===== config.mk =====
export PLATFORM = sky130hd
export DESIGN_NAME = mfreg_top
export DESIGN_NICKNAME = d
export VERILOG_FILES = /design/src/rtl/mfreg_pkg.sv /design/src/rtl/mfreg_ctrl.sv /design/src/rtl/mfreg_cell.sv /design/src/rtl/mfreg_chain.sv /design/src/rtl/mfreg_top.sv
export SDC_FILE = /design/constraint.sdc
export NUM_CORES = 1
export LEC_CHECK = 0
export BUFFER_PORTS_ARGS = -buffer_cell sky130_fd_sc_hd__buf_2
export CAP_MARGIN = 15
export CELL_PAD_IN_SITES_DETAIL_PLACEMENT = 1
export CELL_PAD_IN_SITES_GLOBAL_PLACEMENT = 1
export CORE_ASPECT_RATIO = 1.25
export CORE_MARGIN = 2
export CORE_UTILIZATION = 35
export DETAILED_ROUTE_END_ITERATION = 12
export GPL_TIMING_DRIVEN = 0
export PLACE_DENSITY_LB_ADDON = 0.1
export RECOVER_POWER = 50
export SETUP_SLACK_MARGIN = 0.4
export SLEW_MARGIN = 20
export SYNTH_ARGS = -nofsm -noshare
export SYNTH_HDL_FRONTEND = slang
export SYNTH_SLANG_ARGS = --single-unit
export TNS_END_PERCENT = 20

===== constraint.sdc =====
create_clock -name clk -period 12.5 [get_ports clk]
set_input_delay 3.75 -clock clk [delete_from_list [all_inputs] [get_ports clk]]
set_output_delay 3.75 -clock clk [all_outputs]
set_load 0.03 [all_outputs]

===== src/rtl/mfreg_pkg.sv =====
package mfreg_pkg;

  typedef enum logic [1:0] {
    OP_IDLE  = 2'd0,
    OP_SHIFT = 2'd1,
    OP_XORB  = 2'd2,
    OP_SUM   = 2'd3
  } op_e;

  // sum output of one slice
  function automatic logic slice_sum(input logic a, input logic x, input logic c);
    return a ^ x ^ c;
  endfunction

  // carry output of one slice; kill forces the chain to zero
  function automatic logic slice_carry(input logic a, input logic x,
                                       input logic c, input logic kill);
    return ~kill & ((a & x) | (c & (a ^ x)));
  endfunction

endpackage


===== src/rtl/mfreg_ctrl.sv =====
module mfreg_ctrl
  import mfreg_pkg::*;
(
  input  logic cmd_shl,
  input  logic cmd_xor,
  input  logic cmd_add,
  output op_e  op,
  output logic sel_shl,
  output logic sel_xor,
  output logic sel_add,
  output logic load_en,
  output logic carry_kill,
  output logic pick_a
);

  // priority: sum over xor over shift
  always_comb begin
    if (cmd_add)      op = OP_SUM;
    else if (cmd_xor) op = OP_XORB;
    else if (cmd_shl) op = OP_SHIFT;
    else              op = OP_IDLE;
  end

  assign sel_add    = (op == OP_SUM);
  assign sel_xor    = (op == OP_XORB);
  assign sel_shl    = (op == OP_SHIFT);
  assign load_en    = cmd_shl | cmd_xor | cmd_add;
  assign carry_kill = sel_xor;
  assign pick_a     = sel_shl;

endmodule


===== src/rtl/mfreg_cell.sv =====
module mfreg_cell
  import mfreg_pkg::*;
(
  input  logic a_bit,
  input  logic b_bit,
  input  logic c_in,
  input  logic pick_a,
  input  logic carry_kill,
  output logic nxt_bit,
  output logic c_out
);

  logic operand;

  // shifting is A + A, so the second operand is the bit itself
  assign operand = pick_a ? a_bit : b_bit;
  assign nxt_bit = slice_sum(a_bit, operand, c_in);
  assign c_out   = slice_carry(a_bit, operand, c_in, carry_kill);

endmodule


===== src/rtl/mfreg_chain.sv =====
module mfreg_chain #(
  parameter int W = 16
) (
  input  logic [W-1:0] a_vec,
  input  logic [W-1:0] b_vec,
  input  logic         pick_a,
  input  logic         carry_kill,
  output logic [W-1:0] nxt_vec,
  output logic         carry_top
);

  logic [W:0] carry;

  assign carry[0] = 1'b0;

  for (genvar i = 0; i < W; i++) begin : g_slice
    mfreg_cell u_cell (
      .a_bit      (a_vec[i]),
      .b_bit      (b_vec[i]),
      .c_in       (carry[i]),
      .pick_a     (pick_a),
      .carry_kill (carry_kill),
      .nxt_bit    (nxt_vec[i]),
      .c_out      (carry[i+1])
    );
  end

  assign carry_top = carry[W];

endmodule


===== src/rtl/mfreg_top.sv =====
module mfreg_top
  import mfreg_pkg::*;
#(
  parameter int W = 16
) (
  input  logic         clk,
  input  logic         rst,
  input  logic         cmd_shl,
  input  logic         cmd_xor,
  input  logic         cmd_add,
  input  logic [W-1:0] b_in,
  output logic [W-1:0] a_out,
  output logic         carry_out
);

  op_e         op;
  logic        sel_shl, sel_xor, sel_add;
  logic        load_en, carry_kill, pick_a;
  logic [W-1:0] a_q, a_nxt;
  logic        c_q, c_nxt;

  mfreg_ctrl u_ctrl (
    .cmd_shl    (cmd_shl),
    .cmd_xor    (cmd_xor),
    .cmd_add    (cmd_add),
    .op         (op),
    .sel_shl    (sel_shl),
    .sel_xor    (sel_xor),
    .sel_add    (sel_add),
    .load_en    (load_en),
    .carry_kill (carry_kill),
    .pick_a     (pick_a)
  );

  mfreg_chain #(.W(W)) u_chain (
    .a_vec      (a_q),
    .b_vec      (b_in),
    .pick_a     (pick_a),
    .carry_kill (carry_kill),
    .nxt_vec    (a_nxt),
    .carry_top  (c_nxt)
  );

  always_ff @(posedge clk) begin
    if (rst) begin
      a_q <= '0;
      c_q <= 1'b0;
    end else if (load_en) begin
      a_q <= a_nxt;
      c_q <= c_nxt;
    end
  end

  assign a_out     = a_q;
  assign carry_out = c_q;

endmodule


==> out/qor.csv, run 1 <==
stage,metric,value,unit
global_route,first-pass GRT wire length,5350,um
sta,fmax,0.0863,GHz
worst_setup_path,R2R Setup Slk,4600,ps
final_layout,most frequent cells in the layout,"nand2_1 (22), buf_2 (21), buf_4 (20)",
cts,clk slew on worst S/H paths,80,ps
worst_setup_path,Setup crit start kind,input port,
pwr,clock share of power,17.3,%
cts,root buffer cell,clkbuf_8,
hold_path,WHS Endpoint,carry_out,
yosys,dominant cells by area after synthesis,"dfxtp_1 (24%), fa_1 (22%), buf_4 (8.6%)",
worst_setup_path,CP required,12690,ps
global_route,initial antenna violation count,0,
yosys,"area leader, netlist",dfxtp_1,
floorplan,Placeable Area,3820,um2
hold_path,worst hold path type,reg2reg,
route,final WL,3330,um
floorplan,Die ar.,4510,um2
worst_setup_path,reg-to-reg startpoint,a_out[0],
cts,H-tree levels,1,
route,antenna-violating nets left,0,
cts,# hold bufs at CTS,0,
floorplan,DIE HEIGHT,74.6,um
global_route,GRT Residual Overflow,0,
worst_setup_path,Worst Reg2Reg Path Length in Cells,33,
worst_setup_path,"most used cell, CP",fa_1,
route,Via density,4.63,
place,port bufs,36,
pwr,power density over the cells,155,nW/um2
hold_path,hold path depth,2,
cts,CTS buffer count,3,
global_route,All-Layer GR Usage,16.5,%
pwr,switch share,43.0,%
worst_setup_path,Crit path max-delay family,adder cells,
sta,crit share post-route,92.7,%
pwr,Switch Pwr,0.113,mW
cts,CTS Sinks,17,
flow_run,max-cap violations,0,
place,placed cell count,233,
yosys,synthesis-stage register bit count,17,
final_layout,final core occ,44.5,%
status,status,"finished, final reports clean",
route,Remaining DRCs,0,
worst_setup_path,reg-to-reg endpoint,a_out[15],
sta,RSZ-0062 raised after global routing,false,
worst_setup_path,Worst setup EP type,flip-flop,
final_layout,"most common cell after layout, fill and taps aside",nand2_1,
worst_setup_path,max incr delay on CP,440,ps
yosys,Syn Std Cell Area,1400,um2
pwr,internal power,0.150,mW
floorplan,Initial Util,36.6,%
global_route,number of global-route vias before repair,1118,
sta,Final TNS setup,0,ps
worst_setup_path,worst-path maximum fanout,5,
final_layout,ratio of cells with drive above 1 in the final layout,34.8,%
yosys,register area share after synthesis,24.4,%
route,wire per inst,13.8,um
worst_setup_path,Setup Crit Path Kind,in2reg,
route,Initial DRC Count,15,
sta,Final Max Tran Viols,0,
cts,Max Root-Sink Buffers,2,
yosys,"Distinct cells, synth",24,
cts,CTS tree,done,
final_layout,Antenna Cells,0,
final_layout,Layout area overhead,21.7,%
sta,Slew headroom,61.8,%
pwr,combinational share of power,50.6,%
sta,slew of the pin with the lowest slew margin,573,ps
floorplan,Site Rows,25,
place,hpwl dp,2500,um
pwr,Leak,0.732,nW
pwr,Peak VDD IR,0.0545,mV
sta,Clock Skews,2.97,ps
worst_setup_path,Buf/Inv on CP,1,
yosys,Ys Warns,0,
route,via count,1116,
sta,final setup vio count,0,
global_route,largest net degree at the start of global routing,11,
final_layout,Layout Cells excl Fill,241,
yosys,share of the synthesized area in the top cell type,24.4,%
route,Pre-Repair DR Iteration Count,3,
place,RePlAce Congestion,0.659,
hold_path,Hold Path Origin,carry_out,
sta,minimum clock period after layout,11590,ps
worst_setup_path,Slowest cell on crit path,fa_1,
pwr,Pwr Total,0.263,mW
floorplan,chip width,60.5,um
sta,final hold violation count,0,
pwr,sequential fraction of design power,32.1,%
final_layout,Nets,225,
yosys,Post-Syn Nets,180,
floorplan,I/O pin cnt,38,
yosys,Syn Inst Count,143,
cts,Skew-Pair Late Insertion Delay,260,ps
yosys,Syn Area/Cell,9.76,um2
worst_setup_path,Arrival @ worst endpoint,11780,ps
worst max path at each step:
stage               cells after the start        end  slack [ps]    start
finish                                 35  a_out[15]         910  cmd_add
CTS                                    35  a_out[15]         610  cmd_xor
global placement                       35  a_out[15]         500  cmd_xor
floorplan                              34  a_out[15]        1180  cmd_xor
detailed placement                     35  a_out[15]         350  cmd_xor
global route                           35  a_out[15]         410  cmd_add
worst min-delay path: stages (launching register included):
cell and delay [ps]:
dfxtp_1 320, nand2_1 60, a21oi_1 60
power groups by stage:
stage          Sequential (mW)  Combinational, mW  Clock [mW]
3_3_place_gp            0.0843              0.132           0
6_report                0.0846              0.133      0.0456
5_1_grt                 0.0879              0.151      0.0482
4_1_cts                 0.0848              0.139      0.0460
3_5_place_dp            0.0860              0.138           0
2_1_floorplan           0.0825              0.107           0
cells by family after synthesis:
group           after synthesis  synth area share (%)
simple gates                 47                  17.4
buf+inv                      29                  13.6
compound gates               18                  9.86
flops                        17                  24.4
mux                          16                  12.4
fa+ha+maj                    16                  22.4
through the flow:
stage / hold slack, ps / setup WS, ps / instance area, um2
final: 481 / 911 / 1700
after floorplan: 458 / 1180 / 1400
after CTS: 474 / 607 / 1690
after global routing: 499 / 411 / 1700
after detailed placement: 461 / 353 / 1640
after global placement: 445 / 495 / 1640
per-layer routing:
metal,share of wire (%),GRT usage [%]
met3,4.3,2.75
met5,0,0
met4,1.9,7.25
met1,40,20.4
met2,53,28.1
area by class of cell:
cell class / instances / area (um2)
multi-input combinational: 97 / 866
sequential: 17 / 340
tap: 54 / 67.6
fill: 479 / 2120
buffer: 23 / 168
clock inverter: 1 / 5.00
clock buffer: 3 / 41.3
timing repair buffer: 40 / 189
inverter: 6 / 22.5
cells in the mapped netlist:
library cell,instances
a211oi_2,6
a21oi_1,11
and2_1,9
and2b_1,1
buf_1,1
buf_2,2
buf_4,16
buf_6,1
buf_8,1
clkbuf_1,2
dfxtp_1,17
fa_1,15
ha_1,1
inv_1,6
mux2_2,10
mux2i_1,6
nand2_1,22
nand2b_1,5
nor2_1,6
nor3_1,1
nor3b_4,1
o21bai_1,1
or2b_1,1
or3_4,1
what timing repair did:
action | 4_1_cts | 5_1_grt
setup buffers | 0 | 4
gates resized for setup | 0 | 0
endpoints found under the setup margin | 0 | 2
sequential cells by signal, indices dropped and copies added (netlist names):
signal and flops:
a_out 16, carry_out 1
Power figures use the tool's default switching activity.
==> run 2: changes to the inputs <==
- SYNTH_HIERARCHICAL: unset -> 1
==> run 2 against run 1 <==
  * Setup slack worse by 880 ps
  * Area after synthesis is 6.5% lower
  * Sequential power is 18% higher
  * Critical endpoint is now carry_out
  * Die area is 6.1% lower
  * Combinational power is 26% higher
  * Non-clock buffer count is 22 lower
  * Clock-buffer cell count stayed put
  * The run now ends with DRC left
  * Sequential share of layout area is 0.71 points lower
  * Largest cell class unchanged
  * Flip-flop and latch count stayed put
  * First-iteration DRC count is 33% lower
  * Critical path type unchanged
==> out/qor.csv, run 2 <==
stage,metric,value,unit,change
place,Placed Area,1710,um2,was 1640 um2
cts,Max Root-Sink Buffers,2,,unchanged
floorplan,DIE HEIGHT,72.3,um,was 74.6 um
place,Setup WS pre-CTS,-864,ps,was 353 ps
worst_setup_path,Slowest cell on crit path,fa_2,,was fa_1
worst_setup_path,Setup crit start kind,input port,,unchanged
floorplan,Die ar.,4240,um2,was 4510 um2
route,antenna-violating nets left,0,,unchanged
cts,root buffer cell,clkbuf_8,,unchanged
route,final WL,2760,um,was 3330 um
worst_setup_path,worst-path maximum fanout,3,,was 5
sta,final hold violation count,0,,unchanged
hold_path,Hold Path Origin,carry_out,,unchanged
worst_setup_path,CP required,12630,ps,"was 12,690 ps"
global_route,All-Layer GR Usage,14.6,%,was 16.5%
floorplan,Placeable Area,3540,um2,was 3820 um2
floorplan,Initial Util,36.9,%,was 36.6%
yosys,Syn Area/Cell,11.9,um2,was 9.76 um2
hold_path,hold path depth,2,,unchanged
sta,crit share post-route,99.8,%,was 92.7%
sta,RSZ-0062 raised after global routing,true,,was false
sta,slew of the pin with the lowest slew margin,975,ps,was 573 ps
status,status,"finished, violations left",,"was finished, final reports clean"
sta,final worst slack,25.9,ps,was 911 ps
worst_setup_path,reg-to-reg endpoint,carry_out,,was a_out[15]
worst_setup_path,reg-to-reg startpoint,a_out[0],,unchanged
sta,Slew headroom,34.9,%,was 61.8%
final_layout,max reg flops,16,,unchanged
route,Pre-Repair DR Iteration Count,8,,was 3
pwr,Leak,0.853,nW,was 0.732 nW
route,Via density,4.97,,was 4.63
cts,CTS Sinks,17,,unchanged
hold_path,WHS Endpoint,carry_out,,unchanged
final_layout,"most common cell after layout, fill and taps aside",buf_2,,was nand2_1
global_route,initial antenna violation count,0,,unchanged
pwr,power density over the cells,175,nW/um2,was 155 nW/um2
worst_setup_path,Worst Reg2Reg Path Length in Cells,35,,was 33
final_layout,Layout area overhead,34.9,%,was 21.7%
worst_setup_path,Setup Crit Path Kind,in2reg,,unchanged
sta,Final Max Tran Viols,0,,unchanged
hold_path,worst hold path type,reg2reg,,unchanged
pwr,Pwr Total,0.309,mW,was 0.263 mW
flow_run,max-cap violations,0,,unchanged
cts,CTS tree,done,,unchanged
route,Remaining DRCs,2,,was 0
yosys,Post-Syn Nets,147,,was 180
final_layout,most frequent cells in the layout,"buf_2 (27), mux2i_1 (17), nor2_1 (17), dfxtp_1 (17)",,"was nand2_1 (22), buf_2 (21), buf_4 (20)"
final_layout,ratio of cells with drive above 1 in the final layout,57.0,%,was 34.8%
cts,clk slew on worst S/H paths,70,ps,was 80 ps
global_route,GRT Residual Overflow,0,,unchanged
floorplan,Site Rows,24,,was 25
route,Initial DRC Count,10,,was 15
worst_setup_path,Arrival @ worst endpoint,12600,ps,"was 11,780 ps"
sta,minimum clock period after layout,12470,ps,"was 11,590 ps"
worst_setup_path,R2R Setup Slk,3690,ps,was 4600 ps
pwr,Peak VDD IR,0.0791,mV,was 0.0545 mV
global_route,largest net degree at the start of global routing,17,,was 11
final_layout,Nets,189,,was 225
worst_setup_path,"most used cell, CP",fa_2,,was fa_1
route,via count,944,,"was 1,116"
place,RePlAce Congestion,0.638,,was 0.659
route,wire per inst,14.5,um,was 13.8 um
worst_setup_path,Worst setup EP type,flip-flop,,unchanged
cts,Skew-Pair Late Insertion Delay,250,ps,was 260 ps
floorplan,I/O pin cnt,38,,unchanged
floorplan,chip width,58.6,um,was 60.5 um
place,hpwl dp,2120,um,was 2500 um
status,failing checks,DRC,,
cts,# hold bufs at CTS,0,,unchanged
yosys,Syn Inst Count,110,,was 143
place,port bufs,36,,unchanged
yosys,Ys Warns,6,,was 0
final_layout,post-route cell area,1760,um2,was 1700 um2
global_route,first-pass GRT wire length,4750,um,was 5350 um
cts,H-tree levels,1,,unchanged
sta,Final TNS setup,0,ps,unchanged
final_layout,Antenna Cells,0,,unchanged
global_route,number of global-route vias before repair,1053,,"was 1,118"
sta,fmax,0.0802,GHz,was 0.0863 GHz
sta,final setup vio count,0,,unchanged
sta,Clock Skews,2.63,ps,was 2.97 ps
yosys,Syn Std Cell Area,1310,um2,was 1400 um2
cts,CTS buffer count,3,,unchanged
worst_setup_path,max incr delay on CP,400,ps,was 440 ps
[run 2: area by class of cell]
class,count,area [um2]
Buffer,4,40.0
Clock buffer,3,41.3
Clock inverter,1,5.00
Fill cell,392,1780
Inverter,2,7.51
Multi-Input combinational cell,87,1090
Sequential cell,17,340
Tap cell,39,48.8
Timing Repair Buffer,37,190
[run 2: where the power goes]
part,internal [mW],switching (mW),total [mW]
sequential,0.0740,0.0255,0.0995
clock,0.0221,0.0192,0.0413
combinational,0.0783,0.0899,0.168
[run 2: repair_timing]
action,CTS,global route
buffers inserted,1,0
pin swaps,3,1
setup endpoints to repair,3,3
resized for setup,3,0
[run 2: critical path, delay by kind of cell]
family	cells	cell delay, ps
adders and majority gates	16	5700
muxes	2	490
and+or+nand+nor	19	2560
buffers and inverters	1	90
[run 2: worst max path at each step]
stage                        from        end  cells past startpoint
final                     cmd_xor  carry_out                     38
after CTS                 cmd_xor  carry_out                     38
after global routing      cmd_xor  carry_out                     38
after global placement    cmd_add  carry_out                     38
after floorplan           cmd_xor  carry_out                     35
after detailed placement  cmd_xor  carry_out                     38
[run 2: per-layer routing]
layer  track usage (%)  routed length, um  share of wire [%]
met5                 0                  0                  0
met4              3.03                 16               0.58
met3              1.96                125                4.5
met2              28.3               1520                 55
met1              16.5               1090                 40
[run 2: metrics by stage]
stage / utilization, % / hold WS [ps] / instances
6_report: 49.7 / 527 / 190
5_1_grt: 49.7 / 611 / 190
4_1_cts: 50.0 / 535 / 190
2_1_floorplan: - / 634 / 110
3_5_place_dp: 48.1 / 511 / 185
3_3_place_gp: 48.1 / 475 / 185
==> run 3: changes to the inputs <==
==> constraint.sdc (replaced) <==
create_clock -name clk -period 12.5 [get_ports clk]
set_input_delay 0 -clock clk [delete_from_list [all_inputs] [get_ports clk]]
set_output_delay 0 -clock clk [all_outputs]
set_load 0.03 [all_outputs]
==> run 3 against run 2 <==
  * The run still ends with DRC left
  * Final area fell by 11%
  * Worst hold slack got worse by 440 ps
  * Setup slack improved by 2300 ps
  * Wire length decreased by 1.7%
  * Critical path depth is the same
  * Largest power group unchanged
  * Highest routed layer unchanged
==> out/qor.csv, run 3 (synthesis gave the netlist of run 2 again) <==
stage,metric,value,unit,change
status,status,"finished, violations left",,unchanged
status,failing checks,DRC,,unchanged
global_route,largest net degree at the start of global routing,17,,unchanged
floorplan,Initial Util,36.9,%,unchanged
sta,slew of the pin with the lowest slew margin,704,ps,was 975 ps
place,port bufs,36,,unchanged
worst_setup_path,worst setup path start,cmd_xor,,unchanged
global_route,All-Layer GR Usage,14.8,%,was 14.6%
final_layout,post-route cell area,1570,um2,was 1760 um2
worst_setup_path,CP required,12640,ps,"was 12,630 ps"
floorplan,chip width,58.6,um,unchanged
route,wire per inst,14.3,um,was 14.5 um
final_layout,"most common cell after layout, fill and taps aside",buf_2,,unchanged
cts,Skew-Pair Late Insertion Delay,260,ps,was 250 ps
sta,minimum clock period after layout,10210,ps,"was 12,470 ps"
cts,Max Root-Sink Buffers,2,,unchanged
final_layout,final core occ,44.3,%,was 49.7%
pwr,power density over the cells,182,nW/um2,was 175 nW/um2
final_layout,ratio of cells with drive above 1 in the final layout,28.7,%,was 57.0%
worst_setup_path,worst-path maximum fanout,16,,was 3
cts,H-tree levels,1,,unchanged
pwr,sequential fraction of design power,34.3,%,was 32.2%
pwr,Switch Pwr,0.131,mW,was 0.135 mW
sta,final hold violation count,0,,unchanged
route,Initial DRC Count,36,,was 10
final_layout,Antenna Cells,0,,unchanged
flow_run,max-cap violations,0,,unchanged
pwr,switch share,45.8,%,was 43.6%
final_layout,most frequent cells in the layout,"buf_2 (20), clkbuf_1 (19), mux2i_1 (17), nor2_1 (17), dfxtp_1 (17)",,"was buf_2 (27), mux2i_1 (17), nor2_1 (17), dfxtp_1 (17)"
global_route,number of global-route vias before repair,1011,,"was 1,053"
pwr,Leak,0.797,nW,was 0.853 nW
worst_setup_path,Arrival @ worst endpoint,10350,ps,"was 12,600 ps"
final_layout,Register Area,340,um2,unchanged
floorplan,DIE HEIGHT,72.3,um,unchanged
pwr,combinational share of power,50.7,%,was 54.4%
route,via count,906,,was 944
floorplan,Site Rows,24,,unchanged
hold_path,worst hold path type,in2reg,,was reg2reg
worst_setup_path,Buf/Inv on CP,1,,unchanged
final_layout,Layout area overhead,20.1,%,was 34.9%
cts,CTS Sinks,17,,unchanged
cts,post-CTS setup buffer count,0,,was 1
sta,Final Max Tran Viols,0,,unchanged
sta,Slew headroom,53.0,%,was 34.9%
pwr,internal power,0.155,mW,was 0.174 mW
worst_setup_path,Crit path max-delay family,adder cells,,unchanged
global_route,GRT Residual Overflow,0,,unchanged
final_layout,Nets,188,,was 189
route,final WL,2710,um,was 2760 um
place,hpwl dp,2000,um,was 2120 um
pwr,Peak VDD IR,0.0639,mV,was 0.0791 mV
final_layout,Fill cells,413,,was 392
route,Remaining DRCs,3,,was 2
global_route,first-pass GRT wire length,4770,um,was 4750 um
worst_setup_path,Worst setup EP type,flip-flop,,unchanged
global_route,initial antenna violation count,0,,unchanged
sta,final setup vio count,0,,unchanged
route,Pre-Repair DR Iteration Count,8,,unchanged
final_layout,multi-input logic area,928,um2,was 1090 um2
sta,crit share post-route,81.6,%,was 99.8%
cts,CTS buffer count,3,,unchanged
place,RePlAce Congestion,0.683,,was 0.638
cts,clk slew on worst S/H paths,70,ps,about the same
route,antenna-violating nets left,0,,unchanged
worst_setup_path,Setup Crit Path Kind,in2reg,,unchanged
route,Via density,4.79,,was 4.97
sta,Clock Skews,3.86,ps,was 2.63 ps
floorplan,Die ar.,4240,um2,unchanged
floorplan,Placeable Area,3540,um2,unchanged
cts,CTS tree,done,,unchanged
cts,root buffer cell,clkbuf_8,,unchanged
sta,fmax,0.0980,GHz,was 0.0802 GHz
hold_path,Hold Path Origin,rst,,was carry_out
worst_setup_path,Slowest cell on crit path,nor2_4,,was fa_2
worst_setup_path,reg-to-reg startpoint,a_out[0],,unchanged
final_layout,max reg flops,16,,unchanged
cts,# hold bufs at CTS,0,,unchanged
worst_setup_path,Setup crit start kind,input port,,unchanged
place,Placed Area,1540,um2,was 1710 um2
floorplan,I/O pin cnt,38,,unchanged
cts,PostCTS Resize Cnt,0,,was 3
sta,RSZ-0062 raised after global routing,false,,was true
worst_setup_path,max incr delay on CP,550,ps,was 400 ps
pwr,clock share of power,15.0,%,was 13.4%
sta,Final TNS setup,0,ps,unchanged
run 3: changes by cell type in the layout (fill, tap and decap cells not counted):
cell      change
nor2_2        +1
fa_1         +16
fa_2         -16
or2_4         -1
nor2b_4      -15
or2_1         +1
nor2b_1      +15
clkinv_2      -1
buf_2         -7
clkbuf_1     +10
buf_6         -2
buf_4         -1
nor2_4        -1
run 3: final timing paths:
path               endpoint  slack (ps)  cells after the start
setup reg to reg  carry_out        2680                     35
setup / recovery  carry_out        2290                     38
hold reg to reg   carry_out         500                      2
hold / removal    a_out[13]          90                      2
run 3: power groups by stage:
stage	logic [mW]	registers (mW)	clock network (mW)
floorplan	0.0728	0.136	0
global placement	0.145	0.0978	0
detailed placement	0.152	0.0999	0
CTS	0.153	0.0987	0.0453
global route	0.166	0.104	0.0472
finish	0.145	0.0981	0.0430
run 3: metrics by stage:
stage / total power, mW / instances / hold slack, ps / worst slack, ps
2_1_floorplan: 0.208 / 110 / 279 / 2030
3_3_place_gp: 0.243 / 185 / 361 / 789
3_5_place_dp: 0.252 / 185 / 369 / 1590
4_1_cts: 0.297 / 189 / 96.5 / 1790
5_1_grt: 0.317 / 189 / 116 / 1670
6_report: 0.286 / 189 / 90.7 / 2290
run 3: final cells by class:
class	count	area share (%)
sequential	17	21.7
timing repair buffer	36	10.1
multi-input combinational	87	59.2
buffer	4	2.55
tap	39	3.11
clock buffer	4	2.87
inverter	2	0.478
run 3: per-layer routing:
metal  GRT usage (%)  routed length [um]  up-vias
li1                -                   -      435
met1            18.2                1080      443
met2            26.2                1470       24
met3            2.32                 133        4
met4            4.55                  32        0
met5               0                   0        -
